===== config.mk =====
export PLATFORM = sky130hd
export DESIGN_NAME = pcd_chan
export DESIGN_NICKNAME = d
export VERILOG_FILES = /design/src/rtl/pcd_pkg.sv /design/src/rtl/pcd_regs.sv /design/src/rtl/pcd_seq.sv /design/src/rtl/pcd_status.sv /design/src/rtl/pcd_chan.sv
export SDC_FILE = /design/constraint.sdc
export NUM_CORES = 1
export LEC_CHECK = 0
export BUFFER_PORTS_ARGS = -buffer_cell sky130_fd_sc_hd__buf_2
export CORE_ASPECT_RATIO = 0.8
export CORE_UTILIZATION = 48
export CTS_CLUSTER_DIAMETER = 80
export DETAILED_ROUTE_END_ITERATION = 10
export GPL_TIMING_DRIVEN = 1
export PLACE_DENSITY = 0.84
export SLEW_MARGIN = 0
export SYNTH_ARGS = -nofsm -noshare
export SYNTH_HDL_FRONTEND = slang
export SYNTH_SLANG_ARGS = --single-unit

===== constraint.sdc =====
create_clock -name clk -period 2.5 [get_ports clk]
set_input_delay 0.5 -clock clk [delete_from_list [all_inputs] [get_ports clk]]
set_output_delay 0.5 -clock clk [all_outputs]
set_load 0.01 [all_outputs]

===== src/rtl/pcd_pkg.sv =====
package pcd_pkg;
  typedef enum logic [1:0] {
    SEL_PTR  = 2'd0,
    SEL_CNT  = 2'd1,
    SEL_CTL  = 2'd2,
    SEL_NONE = 2'd3
  } reg_sel_e;

  typedef enum logic [1:0] {
    ST_IDLE = 2'd0,
    ST_BUSY = 2'd1,
    ST_DONE = 2'd2
  } seq_state_e;
endpackage


===== src/rtl/pcd_regs.sv =====
module pcd_regs #(
  parameter int ADDR_W = 16,
  parameter int CNT_W  = 8,
  parameter int STEP   = 2
) (
  input  logic              clk,
  input  logic              rst_n,
  input  logic              reg_we,
  input  logic [1:0]        reg_sel,
  input  logic [ADDR_W-1:0] reg_wdata,
  input  logic              xfer_done,
  output logic [ADDR_W-1:0] ptr_q,
  output logic [CNT_W-1:0]  cnt_q,
  output logic              irq_en,
  output logic              cnt_nz
);
  import pcd_pkg::*;

  localparam logic [ADDR_W-1:0] STEP_V = ADDR_W'(STEP);

  function automatic logic [ADDR_W-1:0] ptr_advance(input logic [ADDR_W-1:0] p);
    return p + STEP_V;
  endfunction

  function automatic logic [CNT_W-1:0] cnt_retire(input logic [CNT_W-1:0] c);
    return (c == '0) ? '0 : c - CNT_W'(1);
  endfunction

  logic ptr_wr, cnt_wr, ctl_wr;
  assign ptr_wr = reg_we && (reg_sel == SEL_PTR);
  assign cnt_wr = reg_we && (reg_sel == SEL_CNT);
  assign ctl_wr = reg_we && (reg_sel == SEL_CTL);

  always_ff @(posedge clk) begin
    if (!rst_n) begin
      ptr_q  <= '0;
      cnt_q  <= '0;
      irq_en <= 1'b0;
    end else begin
      if (ptr_wr)         ptr_q <= reg_wdata;
      else if (xfer_done) ptr_q <= ptr_advance(ptr_q);
      if (cnt_wr)         cnt_q <= reg_wdata[CNT_W-1:0];
      else if (xfer_done) cnt_q <= cnt_retire(cnt_q);
      if (ctl_wr)         irq_en <= reg_wdata[0];
    end
  end

  assign cnt_nz = (cnt_q != '0);

  AST_PTR_STEP: assert property (@(posedge clk) disable iff (!rst_n)
    (xfer_done && !ptr_wr) |=> ptr_q == ADDR_W'($past(ptr_q) + STEP_V));
  AST_CNT_RETIRE: assert property (@(posedge clk) disable iff (!rst_n)
    (xfer_done && !cnt_wr && cnt_nz) |=> cnt_q == CNT_W'($past(cnt_q) - CNT_W'(1)));
  AST_CNT_LOAD: assert property (@(posedge clk) disable iff (!rst_n)
    cnt_wr |=> cnt_q == $past(reg_wdata[CNT_W-1:0]));
  AST_PTR_LOAD: assert property (@(posedge clk) disable iff (!rst_n)
    ptr_wr |=> ptr_q == $past(reg_wdata));
endmodule


===== src/rtl/pcd_seq.sv =====
module pcd_seq #(
  parameter int ADDR_W = 16,
  parameter int DATA_W = 16,
  parameter bit IS_TX  = 1'b0
) (
  input  logic              clk,
  input  logic              rst_n,
  input  logic              per_req,
  input  logic              cnt_nz,
  input  logic [ADDR_W-1:0] ptr_q,
  input  logic [DATA_W-1:0] per_rx_data,
  input  logic [DATA_W-1:0] mem_rdata,
  input  logic              mem_ack,
  output logic              xfer_done,
  output logic              per_ack,
  output logic [DATA_W-1:0] per_tx_data,
  output logic              mem_req,
  output logic              mem_we,
  output logic [ADDR_W-1:0] mem_addr,
  output logic [DATA_W-1:0] mem_wdata
);
  import pcd_pkg::*;

  seq_state_e state, state_nx;
  logic       start;

  assign start     = (state == ST_IDLE) && per_req && cnt_nz;
  assign xfer_done = (state == ST_BUSY) && mem_ack;

  always_comb begin
    state_nx = state;
    unique case (state)
      ST_IDLE: if (start)     state_nx = ST_BUSY;
      ST_BUSY: if (mem_ack)   state_nx = ST_DONE;
      ST_DONE:                state_nx = ST_IDLE;
      default:                state_nx = ST_IDLE;
    endcase
  end

  always_ff @(posedge clk) begin
    if (!rst_n) begin
      state       <= ST_IDLE;
      mem_addr    <= '0;
      mem_wdata   <= '0;
      per_tx_data <= '0;
    end else begin
      state <= state_nx;
      if (start) begin
        mem_addr  <= ptr_q;
        mem_wdata <= per_rx_data;
      end
      if (xfer_done) per_tx_data <= mem_rdata;
    end
  end

  assign mem_req = (state == ST_BUSY);
  assign per_ack = (state == ST_DONE);

  generate
    if (IS_TX) begin : g_tx
      assign mem_we = 1'b0;
    end else begin : g_rx
      assign mem_we = mem_req;
    end
  endgenerate

  AST_HOLD_REQ: assert property (@(posedge clk) disable iff (!rst_n)
    (mem_req && !mem_ack) |=> mem_req);
  AST_HOLD_ADDR: assert property (@(posedge clk) disable iff (!rst_n)
    (mem_req && !mem_ack) |=> $stable(mem_addr));
  AST_ACK_PULSE: assert property (@(posedge clk) disable iff (!rst_n)
    per_ack |=> !per_ack && !mem_req);
  AST_NO_START_ZERO: assert property (@(posedge clk) disable iff (!rst_n)
    (state == ST_IDLE && !cnt_nz) |=> !mem_req);
endmodule


===== src/rtl/pcd_status.sv =====
module pcd_status (
  input  logic cnt_nz,
  input  logic irq_en,
  output logic end_flag,
  output logic irq
);
  assign end_flag = !cnt_nz;
  assign irq      = end_flag && irq_en;
endmodule


===== src/rtl/pcd_chan.sv =====
module pcd_chan #(
  parameter int ADDR_W = 16,
  parameter int CNT_W  = 8,
  parameter int DATA_W = 16,
  parameter bit IS_TX  = 1'b0
) (
  input  logic              clk,
  input  logic              rst_n,
  input  logic              reg_we,
  input  logic [1:0]        reg_sel,
  input  logic [ADDR_W-1:0] reg_wdata,
  input  logic              per_req,
  input  logic [DATA_W-1:0] per_rx_data,
  output logic              per_ack,
  output logic [DATA_W-1:0] per_tx_data,
  output logic              mem_req,
  output logic              mem_we,
  output logic [ADDR_W-1:0] mem_addr,
  output logic [DATA_W-1:0] mem_wdata,
  input  logic [DATA_W-1:0] mem_rdata,
  input  logic              mem_ack,
  output logic [ADDR_W-1:0] ptr_q,
  output logic [CNT_W-1:0]  cnt_q,
  output logic              end_flag,
  output logic              irq
);
  localparam int STEP = DATA_W / 8;

  logic xfer_done, irq_en, cnt_nz;

  pcd_regs #(.ADDR_W(ADDR_W), .CNT_W(CNT_W), .STEP(STEP)) u_regs (
    .clk(clk), .rst_n(rst_n), .reg_we(reg_we), .reg_sel(reg_sel),
    .reg_wdata(reg_wdata), .xfer_done(xfer_done), .ptr_q(ptr_q),
    .cnt_q(cnt_q), .irq_en(irq_en), .cnt_nz(cnt_nz)
  );

  pcd_seq #(.ADDR_W(ADDR_W), .DATA_W(DATA_W), .IS_TX(IS_TX)) u_seq (
    .clk(clk), .rst_n(rst_n), .per_req(per_req), .cnt_nz(cnt_nz),
    .ptr_q(ptr_q), .per_rx_data(per_rx_data), .mem_rdata(mem_rdata),
    .mem_ack(mem_ack), .xfer_done(xfer_done), .per_ack(per_ack),
    .per_tx_data(per_tx_data), .mem_req(mem_req), .mem_we(mem_we),
    .mem_addr(mem_addr), .mem_wdata(mem_wdata)
  );

  pcd_status u_status (
    .cnt_nz(cnt_nz), .irq_en(irq_en), .end_flag(end_flag), .irq(irq)
  );

  AST_END_STICKY: assert property (@(posedge clk) disable iff (!rst_n)
    (end_flag && !(reg_we && reg_sel == 2'd1)) |=> end_flag);
  AST_NO_REQ_AT_END: assert property (@(posedge clk) disable iff (!rst_n)
    (end_flag && !mem_req) |=> !mem_req);
endmodule


==> flow_metrics.env <==
export IMPL_status="complete, no violations"
export IMPL_antenna_found_initial=0
export IMPL_antenna_left=0
export IMPL_viasPerCell=5.33
export IMPL_dp_final_hpwl_um=6150
export IMPL_yosysUniqueCellTypes=43
export IMPL_tritoncts="done"
export IMPL_netlist_instances=389
export IMPL_power_switching_uw=806
export IMPL_netlist_area_sq_mm=0.00328
export IMPL_pwr_share_clk=0.359
export IMPL_cts_root_buf="clkbuf_8"
export IMPL_utilization=0.651
export IMPL_synth_adder_area_share=0.0115
export IMPL_grt_setup_unrepaired="no"
export IMPL_vdd_ir_drop_max_mv=0.398
export IMPL_first_pass_iters=5
export IMPL_cts_buffer_depth=2
export IMPL_fin_skew_ns=0.00898
export IMPL_core_sq_mm=0.00647
export IMPL_dp_cells=586
export IMPL_clock_fmax_mhz=424
export IMPL_htree_levels=3
export IMPL_fin_ws_ns=0.142
export IMPL_yosys_area_top_type="dfxtp_1"
export IMPL_final_cells=602
export IMPL_reg2reg_to="u_seq.mem_addr[1]"
export IMPL_ff2ff_path_depth=7
export IMPL_cts_sinks=75
export IMPL_whs_path_depth=3
export IMPL_critPathTopFamily="simple AND/OR/NAND/NOR gates"
export IMPL_hold_viol=0
export IMPL_grt_max_degree=34
export IMPL_most_common_layout_cells="131 x buf_2, 105 x nand2_1, 75 x dfxtp_1"
export IMPL_yosysWarnings=0
export IMPL_critical_path_max_stage_delay_ns=0.53
export IMPL_final_common_cell="buf_2"
export IMPL_p_seq_frac=0.468
export IMPL_post_cts_buffers=0
export IMPL_num_vias=3207
export IMPL_post_route_period_util=0.943
export IMPL_cp_slowest_cell="or4b_4"
export IMPL_routabilityCongestion=0.864
export IMPL_critPathRequiredTime_ns=2.00
export IMPL_drive_above_1_share=0.309
export IMPL_timing_final_crit_period_ns=2.36
export IMPL_setup_viol=0
export IMPL_die_height_um=75.9
export IMPL_dp_slack_ns=0.276
export IMPL_maxSlewHeadroom=0.593
export IMPL_synth_top_family_by_area="simple AND/OR/NAND/NOR gates"
export IMPL_max_cap_violations=0
export IMPL_die_area_sq_mm=0.00716
export IMPL_setup_tns_ns=0
export IMPL_route_detailed_drc=0
export IMPL_rows=26
export IMPL_cp_data_arrival_time_ns=1.86
export IMPL_dieWidth_um=94.4
export IMPL_cellPowerDensity_mw_per_mm2=675
export IMPL_cp_start_kind="flip-flop"
export IMPL_initial_core_util=0.506
export IMPL_io_pins=132
export IMPL_wl_per_cell_um=14.3
export IMPL_p_leak_uw=0.00187
export IMPL_grt_usage=0.246
export IMPL_crit_buf_inv=2
export IMPL_power_frac_comb=0.172
export IMPL_drt_initial_drc_count=164
export IMPL_r2r_slack_ns=0.27
export IMPL_avgSynthCellArea_sq_um=8.42
export IMPL_p_sw_frac=0.283
export IMPL_tightest_slew_ns=0.611
export IMPL_cts_buffers=9
export IMPL_synth_xor_area_share=0.0347
export IMPL_antenna_cells=0
export IMPL_worstHoldPathType="primary input to flip-flop"
export IMPL_grt_ovfl_total=0
export IMPL_worstReg2RegStart="u_regs.cnt_q[0]"
export IMPL_holdPathEnd="u_seq.per_tx_data[5]"
export IMPL_path_class="flip-flop to output port"
export IMPL_synth_net_count=447
export IMPL_cp_cell_sequence="inv_1 > ha_1 > or4b_4 > nor2_2 > buf_2"
export IMPL_yosysSeqAreaShare=0.458
export IMPL_synth_seq_cells=75
export IMPL_clk_latency_ns=0.34
export IMPL_path_max_fanout=5
export IMPL_yosys_area_share_simple=0.233
export IMPL_drv_slew=0
export IMPL_power_internal_uw=2040
export IMPL_io_buffers=131
export IMPL_grt_pass1_vias=3042
export IMPL_yosys_area_top_type_share=0.458
export IMPL_crit_path_end_kind="output port"
export IMPL_synthTopCellsByArea="dfxtp_1 46%, nand2_1 12%, a21boi_0 7.8%"
export IMPL_nets=571
export IMPL_routed_wl_um=8580
export IMPL_synth_compound_area_frac=0.203
export IMPL_min_from="mem_rdata[5]"
export IMPL_synth_mux_area_frac=0.0214
export IMPL_cts_reportedPaths_clkPinSlew_ns=0.08
export IMPL_area_delta_synth_final_pct=28.7
export IMPL_cts_hold_buf=0
export IMPL_grt_pass1_wl_um=13900
metrics by stage:
step           total power, uW  area, sq um  hold WS (ns)
2_1_floorplan             1640         3280         0.477
5_1_grt                   2980         4220         0.376
3_3_place_gp              1820         3990         0.439
3_5_place_dp              1840         3990         0.445
6_report                  2840         4220         0.394
4_1_cts                   2850         4200         0.384
worst max-delay path by stage:
| stage | cells after the start | end | startpoint |
|---|---|---|---|
| 6_report | 5 | end_flag | u_regs.cnt_q[0] |
| 5_1_grt | 5 | end_flag | u_regs.cnt_q[0] |
| 4_1_cts | 5 | end_flag | u_regs.cnt_q[0] |
| 3_5_place_dp | 7 | u_seq.mem_addr[1] | u_regs.cnt_q[0] |
| 3_3_place_gp | 7 | u_seq.mem_addr[1] | u_regs.cnt_q[0] |
| 2_1_floorplan | 6 | u_seq.state[0] | u_regs.cnt_q[0] |
repair_timing:
| item | 4_1_cts | 5_1_grt |
|---|---|---|
| resized for setup | 0 | 3 |
| hold endpoints to repair | 0 | 0 |
| setup endpoints to repair | 0 | 2 |
registers in the layout (all words and copies together), names as in the netlist:
name               flops
u_seq.state            2
u_seq.mem_wdata       16
u_seq.mem_addr        16
u_regs.cnt_q           8
u_seq.per_tx_data     16
u_regs.ptr_q          16
u_regs.irq_en          1
routing by layer:
metal  vias up  global-route usage  share of wire
met3        14              0.0843          0.094
met4         0              0.0738          0.016
met5         -                   0              0
li1       1578                   -              -
met1      1471               0.304           0.44
met2       144               0.401           0.45
cell usage after synthesis:
cell / number
nor4b_1: 1
nand4b_1: 1
buf_4: 1
o21ai_0: 18
o31a_1: 1
and3_1: 1
or4_4: 1
clkbuf_1: 20
a21oi_1: 14
buf_2: 4
or3_1: 2
nor3b_1: 1
and4_1: 1
nand3_1: 5
a22o_1: 3
or4_1: 2
xor2_1: 3
and2_1: 1
o211ai_1: 1
a21boi_0: 34
dfxtp_1: 75
mux2i_1: 7
nor2_1: 12
o21a_1: 4
a31oi_1: 2
ha_1: 3
o211a_1: 4
nand3b_1: 3
xnor2_1: 10
nand2_1: 105
nor2b_1: 5
o31ai_1: 1
nand4_4: 1
nand4_1: 4
a21boi_1: 14
or3b_2: 1
or4b_1: 1
inv_1: 6
nand2b_1: 2
nor4_1: 8
o211ai_2: 1
nor3_1: 3
and3b_1: 2
worst min-delay path, delay by kind of cell:
kind | cells | cell delay (ns)
buf+inv | 1 | 0.09
compound gates | 1 | 0.06
simple gates | 1 | 0.04
layout make-up:
type,count,area (sq um)
fill,585,2260
multi-input combinational,283,1660
sequential,75,1500
timing repair buffer,138,708
clock buffer,10,128
tap,84,105
clock inverter,6,88.8
inverter,6,22.5
power by group through the flow:
stage               combinational, uW  clock, uW  sequential [uW]
finish                            490       1020             1330
global route                      541       1100             1340
CTS                               484       1040             1330
detailed placement                482          0             1360
global placement                  468          0             1350
floorplan                         261          0             1380
cell families after synthesis:
kind of cell | after synthesis
mux | 7
compound gates | 97
flops | 75
xor+xnor | 13
buf+inv | 31
fa+ha+maj | 3
simple gates | 163
(Power assumes the default switching activity.)
